--- config.mk ---
export PLATFORM = sky130hd
export DESIGN_NAME = vsat_unit
export DESIGN_NICKNAME = d
export VERILOG_FILES = /design/src/rtl/vsat_pkg.sv /design/src/rtl/vsat_decode.sv /design/src/rtl/vsat_lane.sv /design/src/rtl/vsat_chunk.sv /design/src/rtl/vsat_unit.sv
export SDC_FILE = /design/constraint.sdc
export NUM_CORES = 2
export LEC_CHECK = 0
export BUFFER_PORTS_ARGS = -buffer_cell sky130_fd_sc_hd__buf_2
export CORE_MARGIN = 3
export CORE_UTILIZATION = 49
export CTS_CLUSTER_DIAMETER = 50
export DETAILED_ROUTE_END_ITERATION = 10
export PLACE_DENSITY_LB_ADDON = 0.15
export SYNTH_ARGS = -nofsm -noshare
export SYNTH_HDL_FRONTEND = slang
export SYNTH_HIERARCHICAL = 1
export SYNTH_SLANG_ARGS = --single-unit
--- constraint.sdc ---
create_clock -name clk -period 2.04 [get_ports clk]
set_input_delay 0.408 -clock clk [delete_from_list [all_inputs] [get_ports clk]]
set_output_delay 0.408 -clock clk [all_outputs]
set_load 0.05 [all_outputs]
--- src/rtl/vsat_pkg.sv ---
package vsat_pkg;

    localparam int CHUNK_W  = 64;
    localparam int N_SIZES  = 4;

    localparam logic [7:0] GROUP_TAG  = 8'b0000_0100;
    localparam int         TAG_HI     = 31;
    localparam int         TAG_LO     = 24;
    localparam int         SIZE_LO    = 22;
    localparam int         SEL_BIT    = 21;
    localparam int         RM_LO      = 16;
    localparam int         ZERO_LO    = 13;
    localparam int         SUB_LO     = 10;
    localparam int         RN_LO      = 5;
    localparam int         RD_LO      = 0;

    typedef enum logic [2:0] {
        OP_NONE  = 3'd0,
        OP_ADD   = 3'd1,
        OP_SUB   = 3'd2,
        OP_SQADD = 3'd3,
        OP_UQADD = 3'd4,
        OP_SQSUB = 3'd5,
        OP_UQSUB = 3'd6
    } vsat_op_e;

    typedef enum logic [1:0] {
        ST_IDLE   = 2'd0,
        ST_RESULT = 2'd1,
        ST_FAULT  = 2'd2
    } vsat_state_e;

    typedef struct packed {
        logic [4:0] rd;
        logic [4:0] rn;
        logic [4:0] rm;
    } vsat_regs_t;

endpackage

--- src/rtl/vsat_decode.sv ---
module vsat_decode
    import vsat_pkg::*;
(
    input  logic [31:0] instr,
    output logic        legal,
    output vsat_op_e    op,
    output logic [1:0]  esz,
    output vsat_regs_t  regs
);

    logic       group_hit;
    logic [2:0] sub;

    always_comb begin
        group_hit = (instr[TAG_HI:TAG_LO] == GROUP_TAG)
                  && instr[SEL_BIT]
                  && (instr[ZERO_LO+2:ZERO_LO] == 3'b000);
        sub       = instr[SUB_LO+2:SUB_LO];
        esz       = instr[SIZE_LO+1:SIZE_LO];
        regs.rd   = instr[RD_LO+4:RD_LO];
        regs.rn   = instr[RN_LO+4:RN_LO];
        regs.rm   = instr[RM_LO+4:RM_LO];

        op = OP_NONE;
        if (group_hit) begin
            unique case (sub)
                3'b000:  op = OP_ADD;
                3'b001:  op = OP_SUB;
                3'b100:  op = OP_SQADD;
                3'b101:  op = OP_UQADD;
                3'b110:  op = OP_SQSUB;
                3'b111:  op = OP_UQSUB;
                default: op = OP_NONE;
            endcase
        end
        legal = (op != OP_NONE);
    end

endmodule

--- src/rtl/vsat_lane.sv ---
module vsat_lane
    import vsat_pkg::*;
#(
    parameter int LANE_W = 8
) (
    input  logic [LANE_W-1:0] a,
    input  logic [LANE_W-1:0] b,
    input  vsat_op_e          op,
    output logic [LANE_W-1:0] res
);

    localparam int MSB = LANE_W - 1;
    localparam logic [LANE_W-1:0] U_MAX = {LANE_W{1'b1}};
    localparam logic [LANE_W-1:0] S_MAX = {1'b0, {(LANE_W-1){1'b1}}};
    localparam logic [LANE_W-1:0] S_MIN = {1'b1, {(LANE_W-1){1'b0}}};

    logic [LANE_W:0]   sum;
    logic [LANE_W:0]   dif;
    logic              ovf_add;
    logic              ovf_sub;
    logic [LANE_W-1:0] clamp_s;

    always_comb begin
        sum     = {1'b0, a} + {1'b0, b};
        dif     = {1'b0, a} - {1'b0, b};
        ovf_add = (a[MSB] == b[MSB]) && (sum[MSB] != a[MSB]);
        ovf_sub = (a[MSB] != b[MSB]) && (dif[MSB] != a[MSB]);
        clamp_s = a[MSB] ? S_MIN : S_MAX;

        unique case (op)
            OP_ADD:   res = sum[MSB:0];
            OP_SUB:   res = dif[MSB:0];
            OP_SQADD: res = ovf_add ? clamp_s : sum[MSB:0];
            OP_UQADD: res = sum[LANE_W] ? U_MAX : sum[MSB:0];
            OP_SQSUB: res = ovf_sub ? clamp_s : dif[MSB:0];
            OP_UQSUB: res = dif[LANE_W] ? '0 : dif[MSB:0];
            default:  res = '0;
        endcase

        // an unsigned saturating sum never drops below either addend
        if (op == OP_UQADD) begin
            p_uqadd_floor_r8: assert (res >= a && res >= b);
        end
        // an unsigned saturating difference never exceeds the minuend
        if (op == OP_UQSUB) begin
            p_uqsub_ceil_r10: assert (res <= a);
        end
        // adding two values of one sign keeps that sign
        if (op == OP_SQADD && a[MSB] == b[MSB]) begin
            p_sqadd_sign_r7: assert (res[MSB] == a[MSB]);
        end
        // subtracting a value of opposite sign keeps the minuend sign
        if (op == OP_SQSUB && a[MSB] != b[MSB]) begin
            p_sqsub_sign_r9: assert (res[MSB] == a[MSB]);
        end
    end

endmodule

--- src/rtl/vsat_chunk.sv ---
module vsat_chunk
    import vsat_pkg::*;
(
    input  logic [CHUNK_W-1:0] a,
    input  logic [CHUNK_W-1:0] b,
    input  vsat_op_e           op,
    input  logic [1:0]         esz,
    output logic [CHUNK_W-1:0] res
);

    logic [N_SIZES-1:0][CHUNK_W-1:0] by_size;

    for (genvar s = 0; s < N_SIZES; s++) begin : g_size
        localparam int W  = 8 << s;
        localparam int NL = CHUNK_W / W;
        for (genvar l = 0; l < NL; l++) begin : g_lane
            vsat_lane #(.LANE_W(W)) u_lane (
                .a   (a[l*W +: W]),
                .b   (b[l*W +: W]),
                .op  (op),
                .res (by_size[s][l*W +: W])
            );
        end
    end

    always_comb begin
        res = by_size[esz];
    end

endmodule

--- src/rtl/vsat_unit.sv ---
module vsat_unit
    import vsat_pkg::*;
#(
    parameter int VEC_W = 128
) (
    input  logic             clk,
    input  logic             rst_n,
    input  logic             in_valid,
    input  logic [31:0]      instr,
    input  logic [VEC_W-1:0] src_a,
    input  logic [VEC_W-1:0] src_b,
    output logic             out_valid,
    output logic             out_illegal,
    output logic [4:0]       out_rd,
    output logic [4:0]       out_rn,
    output logic [4:0]       out_rm,
    output logic [VEC_W-1:0] out_result
);

    localparam int NCHUNK = VEC_W / CHUNK_W;

    logic             dec_legal;
    vsat_op_e         dec_op;
    logic [1:0]       dec_esz;
    vsat_regs_t       dec_regs;
    logic [VEC_W-1:0] lane_res;

    vsat_state_e state_q;
    vsat_state_e state_nx;
    vsat_regs_t  regs_q;
    logic [VEC_W-1:0] result_q;

    vsat_decode u_decode (
        .instr (instr),
        .legal (dec_legal),
        .op    (dec_op),
        .esz   (dec_esz),
        .regs  (dec_regs)
    );

    for (genvar c = 0; c < NCHUNK; c++) begin : g_chunk
        vsat_chunk u_chunk (
            .a   (src_a[c*CHUNK_W +: CHUNK_W]),
            .b   (src_b[c*CHUNK_W +: CHUNK_W]),
            .op  (dec_op),
            .esz (dec_esz),
            .res (lane_res[c*CHUNK_W +: CHUNK_W])
        );
    end

    // next state: accept, reject or drain, from any state
    always_comb begin
        if (!in_valid)      state_nx = ST_IDLE;
        else if (dec_legal) state_nx = ST_RESULT;
        else                state_nx = ST_FAULT;
    end

    // state register
    always_ff @(posedge clk or negedge rst_n) begin
        if (!rst_n) state_q <= ST_IDLE;
        else        state_q <= state_nx;
    end

    // data captured alongside the state
    always_ff @(posedge clk or negedge rst_n) begin
        if (!rst_n) begin
            regs_q   <= '0;
            result_q <= '0;
        end else if (in_valid) begin
            if (dec_legal) begin
                regs_q   <= dec_regs;
                result_q <= lane_res;
            end else begin
                regs_q   <= '0;
                result_q <= '0;
            end
        end
    end

    // outputs from state
    always_comb begin
        out_valid   = 1'b0;
        out_illegal = 1'b0;
        unique case (state_q)
            ST_IDLE:   ;
            ST_RESULT: out_valid   = 1'b1;
            ST_FAULT:  out_illegal = 1'b1;
            default:   ;
        endcase
        out_rd     = regs_q.rd;
        out_rn     = regs_q.rn;
        out_rm     = regs_q.rm;
        out_result = result_q;
    end

    p_one_outcome_r11: assert property (@(posedge clk) disable iff (!rst_n)
        $onehot0({out_valid, out_illegal}));

    p_idle_quiet_r11: assert property (@(posedge clk) disable iff (!rst_n)
        !in_valid |=> (!out_valid && !out_illegal));

    p_fault_zero_r12: assert property (@(posedge clk) disable iff (!rst_n)
        out_illegal |-> (out_result == '0 && out_rd == '0 && out_rn == '0 && out_rm == '0));

    p_group_tag_r1: assert property (@(posedge clk) disable iff (!rst_n)
        (in_valid && instr[TAG_HI:TAG_LO] != GROUP_TAG) |=> out_illegal);

    p_bad_subop_r2: assert property (@(posedge clk) disable iff (!rst_n)
        (in_valid && instr[SUB_LO+2:SUB_LO+1] == 2'b01) |=> out_illegal);

    p_dest_index_r3: assert property (@(posedge clk) disable iff (!rst_n)
        (in_valid && dec_legal) |=> (out_valid && out_rd == $past(instr[4:0])));

endmodule

==> metrics.md <==
| Metric | Value |
|---|---|
| Delay of the slowest cell on the worst path | `0.48 ns` |
| Clock buffer count from CTS | `17` |
| Violation count after the first detailed-routing iteration | `13374` |
| Share of power burned in combinational logic | `82.3%` |
| Switching part of the total power | `49.91%` |
| Count of different cell masters after synthesis | `162` |
| Adder-Cell Fraction of Synth Area | `18.23%` |
| Share of cells above drive strength 1 | `41.15%` |
| Top fanout value on the critical path | `8` |
| Number of antenna-violating nets in the routed design | `0` |
| Number of vias in the routed layout | `108181` |
| Highest achievable clock rate | `196.5 MHz` |
| Placed wire-length estimate after detailed placement | `327600 um` |
| Number of failing setup endpoints in the final timing report | `128` |
| First-pass iteration count of the detailed router | `9` |
| Post-layout worst setup margin | `-3.049 ns` |
| Post-placement worst setup slack | `-4.280 ns` |
| Bufs on Longest Clock Path | `2` |
| Detailed-route vias per instance | `6.355` |
| Predominant post-synthesis flop cell | `sky130_fd_sc_hd__dfrtp_1` |
| Slowest stage cell, crit path | `sky130_fd_sc_hd__mux4_2` |
| Std-Cell Rows | `147` |
| Most common library cell in the layout ignoring fill and taps | `sky130_fd_sc_hd__buf_4` |
| Worst endpoint required time | `2.48 ns` |
| Buffers plus inverters on the worst setup path | `7` |
| Cell repeated most along the worst path | `sky130_fd_sc_hd__buf_4` |
| Number of cells traversed by the worst register-to-register path | `2` |
| Critical Path Stages | `27` |
| Area growth, synth to finish | `49.08%` |
| Routed wire length | `412500 um` |
| Final cell utilization of the core | `74.00%` |
| Largest clock skew in the final design | `0 ns` |
| Synth Cell Area | `80160 um^2` |
| Skew-Pair Late Insertion Delay | `0.58 ns` |
| Routability-driven placement congestion ratio | `1.137` |
| Die width | `410.5 um` |
| Clock-pin slew of the registers on the worst-case setup and hold paths | `0.08 ns` |
| Synthesis warning total | `6` |
| Synth Net Count | `12356` |
| I/O pin count | `436` |
| Leakage dissipation | `57.37 nW` |
| Number of maximum-capacitance constraint violations | `0` |
| Synthesized-area fraction occupied by ao, oa, aoi and oai cells | `37.68%` |
| DRC violation count after routing | `0` |
| Async set-or-reset flop fraction in the synthesized netlist | `100.0%` |
| Run status | `complete, but fails checks` |
| Number of flops mapped to enable cells by yosys | `0` |
| Setup slack of the worst register-to-register path | `1.19 ns` |
| First-pass GRT wire length | `613500 um` |
| Root buffer cell | `sky130_fd_sc_hd__clkbuf_16` |
| Power density over the cells | `315.6 nW/um^2` |
| Number of pins exceeding their max-slew limit in the final report | `0` |
| Global Route Usage Sum | `46.11%` |
| Final hold vios | `0` |
| Relative slew slack | `33.07%` |
| Post-layout nets | `16240` |
| Mean cell area of the mapped netlist | `7.320 um^2` |
| Seq cells post-synth | `145` |
| Class of the most critical setup path | `in -> reg` |
| Hold Path Stages | `2` |
| Sequential fraction of the synthesis area | `4.527%` |
| Die boundary height | `410.5 um` |
| Number of sinks handled by clock tree synthesis | `145` |
| Period utilisation layout | `249.5%` |
| Antenna violations before repair | `19` |
| Leftover overflow at the end of global routing | `0` |
| Maximum VDD drop | `0.0008760 V` |
| Worst Setup End Kind | `flip-flop` |
| Cell type contributing the most total cell area after synthesis | `sky130_fd_sc_hd__ha_1` |
| Worst flop-to-flop path startpoint | `out_result[2]$_DFFE_PN0P_` |
| Std-Cell Core Area | `161500 um^2` |
| Quantity of I/O buffers inserted on ports | `435` |
| CTS tree | `done` |
| Critical Path End | `out_result[29]$_DFFE_PN0P_` |
| Leading cell types by total area after synthesis | `sky130_fd_sc_hd__ha_1 (16%), sky130_fd_sc_hd__inv_1 (5.5%), sky130_fd_sc_hd__a21oi_1 (5.3%)` |
| Endpoint of the worst register-to-register path | `out_result[2]$_DFFE_PN0P_` |
| Post-synthesis xor/xnor area fraction | `2.763%` |
| Net switching power figure | `0.01882 W` |
| Portion of synthesized cell area occupied by the leading cell type | `15.98%` |
| Sequential cell fraction of total power | `7.6%` |
| Failing checks | `setup timing` |
| Dominant combinational cell family by area after synthesis | `compound AO/OA/AOI/OAI gates` |
| Startpoint types | `primary input` |
| Family with the most delay on the worst path | `compound AO/OA/AOI/OAI gates` |
| Share of total power in the clock network | `10.0%` |
| Effective utilization at floorplan | `49.64%` |
| Share of cell area taken by muxes after synthesis | `3.938%` |
| Leading cell types in the layout, fill and taps excluded | `sky130_fd_sc_hd__buf_4 (3816), sky130_fd_sc_hd__inv_1 (1145), sky130_fd_sc_hd__ha_1 (947)` |
| Vias in the first global route | `105302` |
| Overall die area | `168500 um^2` |
| Final Critical Period | `5.089 ns` |
| Class of the tightest hold or removal check | `in -> reg` |
| Tightest Pin Transition | `0.9979 ns` |
| Arrival time at the worst endpoint | `5.53 ns` |
| Largest net degree at the start of global routing | `68` |
| H-tree depth | `4` |
| Post-synthesis cell count | `10951` |
| Internal portion of total power | `0.01889 W` |
| Unrepaired setup endpoints after global routing | `true` |
| Post-synthesis share of cell area spent on and, or, nand and nor gates | `22.41%` |
| Routed wire per std cell | `24.23 um` |
| Launching instance or port of the critical path | `src_b[5]` |
-- synth_stat cells (49+ instances only) --
cell	count
sky130_fd_sc_hd__clkbuf_1	186
sky130_fd_sc_hd__a221oi_1	162
sky130_fd_sc_hd__o211ai_1	159
sky130_fd_sc_hd__and2_1	97
sky130_fd_sc_hd__a31oi_1	132
sky130_fd_sc_hd__a21o_1	165
sky130_fd_sc_hd__xor2_1	65
sky130_fd_sc_hd__o21bai_1	163
sky130_fd_sc_hd__dfrtp_1	145
sky130_fd_sc_hd__a221oi_2	65
sky130_fd_sc_hd__o22ai_1	188
sky130_fd_sc_hd__inv_1	1181
sky130_fd_sc_hd__xnor2_1	173
sky130_fd_sc_hd__o221a_2	78
sky130_fd_sc_hd__nand2_1	535
sky130_fd_sc_hd__nand2b_1	170
sky130_fd_sc_hd__o21ai_1	203
sky130_fd_sc_hd__mux4_2	120
sky130_fd_sc_hd__o21ai_0	708
sky130_fd_sc_hd__or3_1	73
sky130_fd_sc_hd__o21a_1	106
sky130_fd_sc_hd__a21oi_1	846
sky130_fd_sc_hd__and3_1	67
sky130_fd_sc_hd__buf_6	96
sky130_fd_sc_hd__nor3_1	243
sky130_fd_sc_hd__nor2_1	947
sky130_fd_sc_hd__a211oi_1	109
sky130_fd_sc_hd__buf_4	69
sky130_fd_sc_hd__nand4_1	108
sky130_fd_sc_hd__fa_1	90
sky130_fd_sc_hd__nand3_1	367
sky130_fd_sc_hd__buf_2	195
sky130_fd_sc_hd__nor4_1	101
sky130_fd_sc_hd__o31ai_1	122
sky130_fd_sc_hd__o221ai_1	49
sky130_fd_sc_hd__nor2b_1	240
sky130_fd_sc_hd__o2111ai_1	59
sky130_fd_sc_hd__ha_1	1024
sky130_fd_sc_hd__o21ai_2	64
-- sequential cells by signal (all words and copies together), names as in the netlist --
| register | count |
|---|---|
| state_q | 2 |
| out_rm | 5 |
| out_rd | 5 |
| out_rn | 5 |
| out_result | 128 |
-- stage by stage --
stage                     total power, W  setup TNS, ns  instances  hold WS (ns)  cell area, um^2
after detailed placement         0.03125        -507.30      16825        0.3978           112100
after CTS                        0.03611        -327.44      16960      0.001535           117200
final                            0.03771        -343.69      17023       0.04392           119500
after global placement           0.03060        -535.13      16824        0.3944           112100
after global routing             0.03967        -355.34      17014       0.04015           119500
after floorplan                  0.01788        -452.35      10951        0.1124            80790
-- layer usage --
metal | vias to the layer above | GRT usage (%) | share of wire, %
met5 | - | 0 | 0.011
met4 | 8 | 34.21 | 9.3
met3 | 1872 | 10.16 | 10
met2 | 6681 | 72.16 | 43
met1 | 51316 | 55.35 | 37
li1 | 48304 | - | -
-- worst reg2reg max path, stage by stage, from the launching register on --
cell                      delay, ns
sky130_fd_sc_hd__dfrtp_1       0.55
sky130_fd_sc_hd__inv_1         0.10
sky130_fd_sc_hd__o21ai_1       0.14
-- final cells by class --
cell class / instances / area, um^2
Multi-Input combinational cell: 8996 / 72940
Timing Repair Buffer: 4457 / 35010
Antenna cell: 15 / 37.54
Tap cell: 2160 / 2703
Fill cell: 12946 / 41990
Inverter: 1218 / 4604
Sequential cell: 145 / 3628
Clock inverter: 13 / 138.9
Clock buffer: 19 / 442.9
-- kinds of logic after synthesis --
family | after synthesis
and+or+nand+nor | 3384
adders and majority gates | 1114
buffers and inverters | 1810
muxes | 152
xor gates and xnor gates | 246
DFF | 145
AOI/OAI and AO/OA | 4100
-- worst min-delay path by stage --
stage | endpoint | slack (ns) | from
3_5_place_dp | out_result[69]$_DFFE_PN0P_ | 0.40 | rst_n
6_report | out_rd[2]$_DFFE_PN0P_ | 0.04 | instr[2]
2_1_floorplan | out_rd[0]$_DFFE_PN0P_ | 0.11 | rst_n
4_1_cts | out_rd[2]$_DFFE_PN0P_ | 0.002 | instr[2]
3_3_place_gp | out_result[69]$_DFFE_PN0P_ | 0.39 | rst_n
5_1_grt | out_rd[2]$_DFFE_PN0P_ | 0.04 | instr[2]
-- timing repair --
item	CTS	global route
setup endpoints to repair	128	128
resized for setup	699	427
buffers inserted	90	57
pin swaps	273	279
endpoints found under the hold margin	29	0
cloned	22	5
hold buffers	1	0
-- power by group through the flow --
stage	Combinational, W	Sequential, W	Clock (W)
floorplan	0.0149	0.00293	0
global placement	0.0277	0.00293	0
detailed placement	0.0283	0.00293	0
CTS	0.0294	0.00288	0.00381
global route	0.0329	0.00288	0.00388
finish	0.0311	0.00288	0.00379
(Power assumes the default switching activity.)
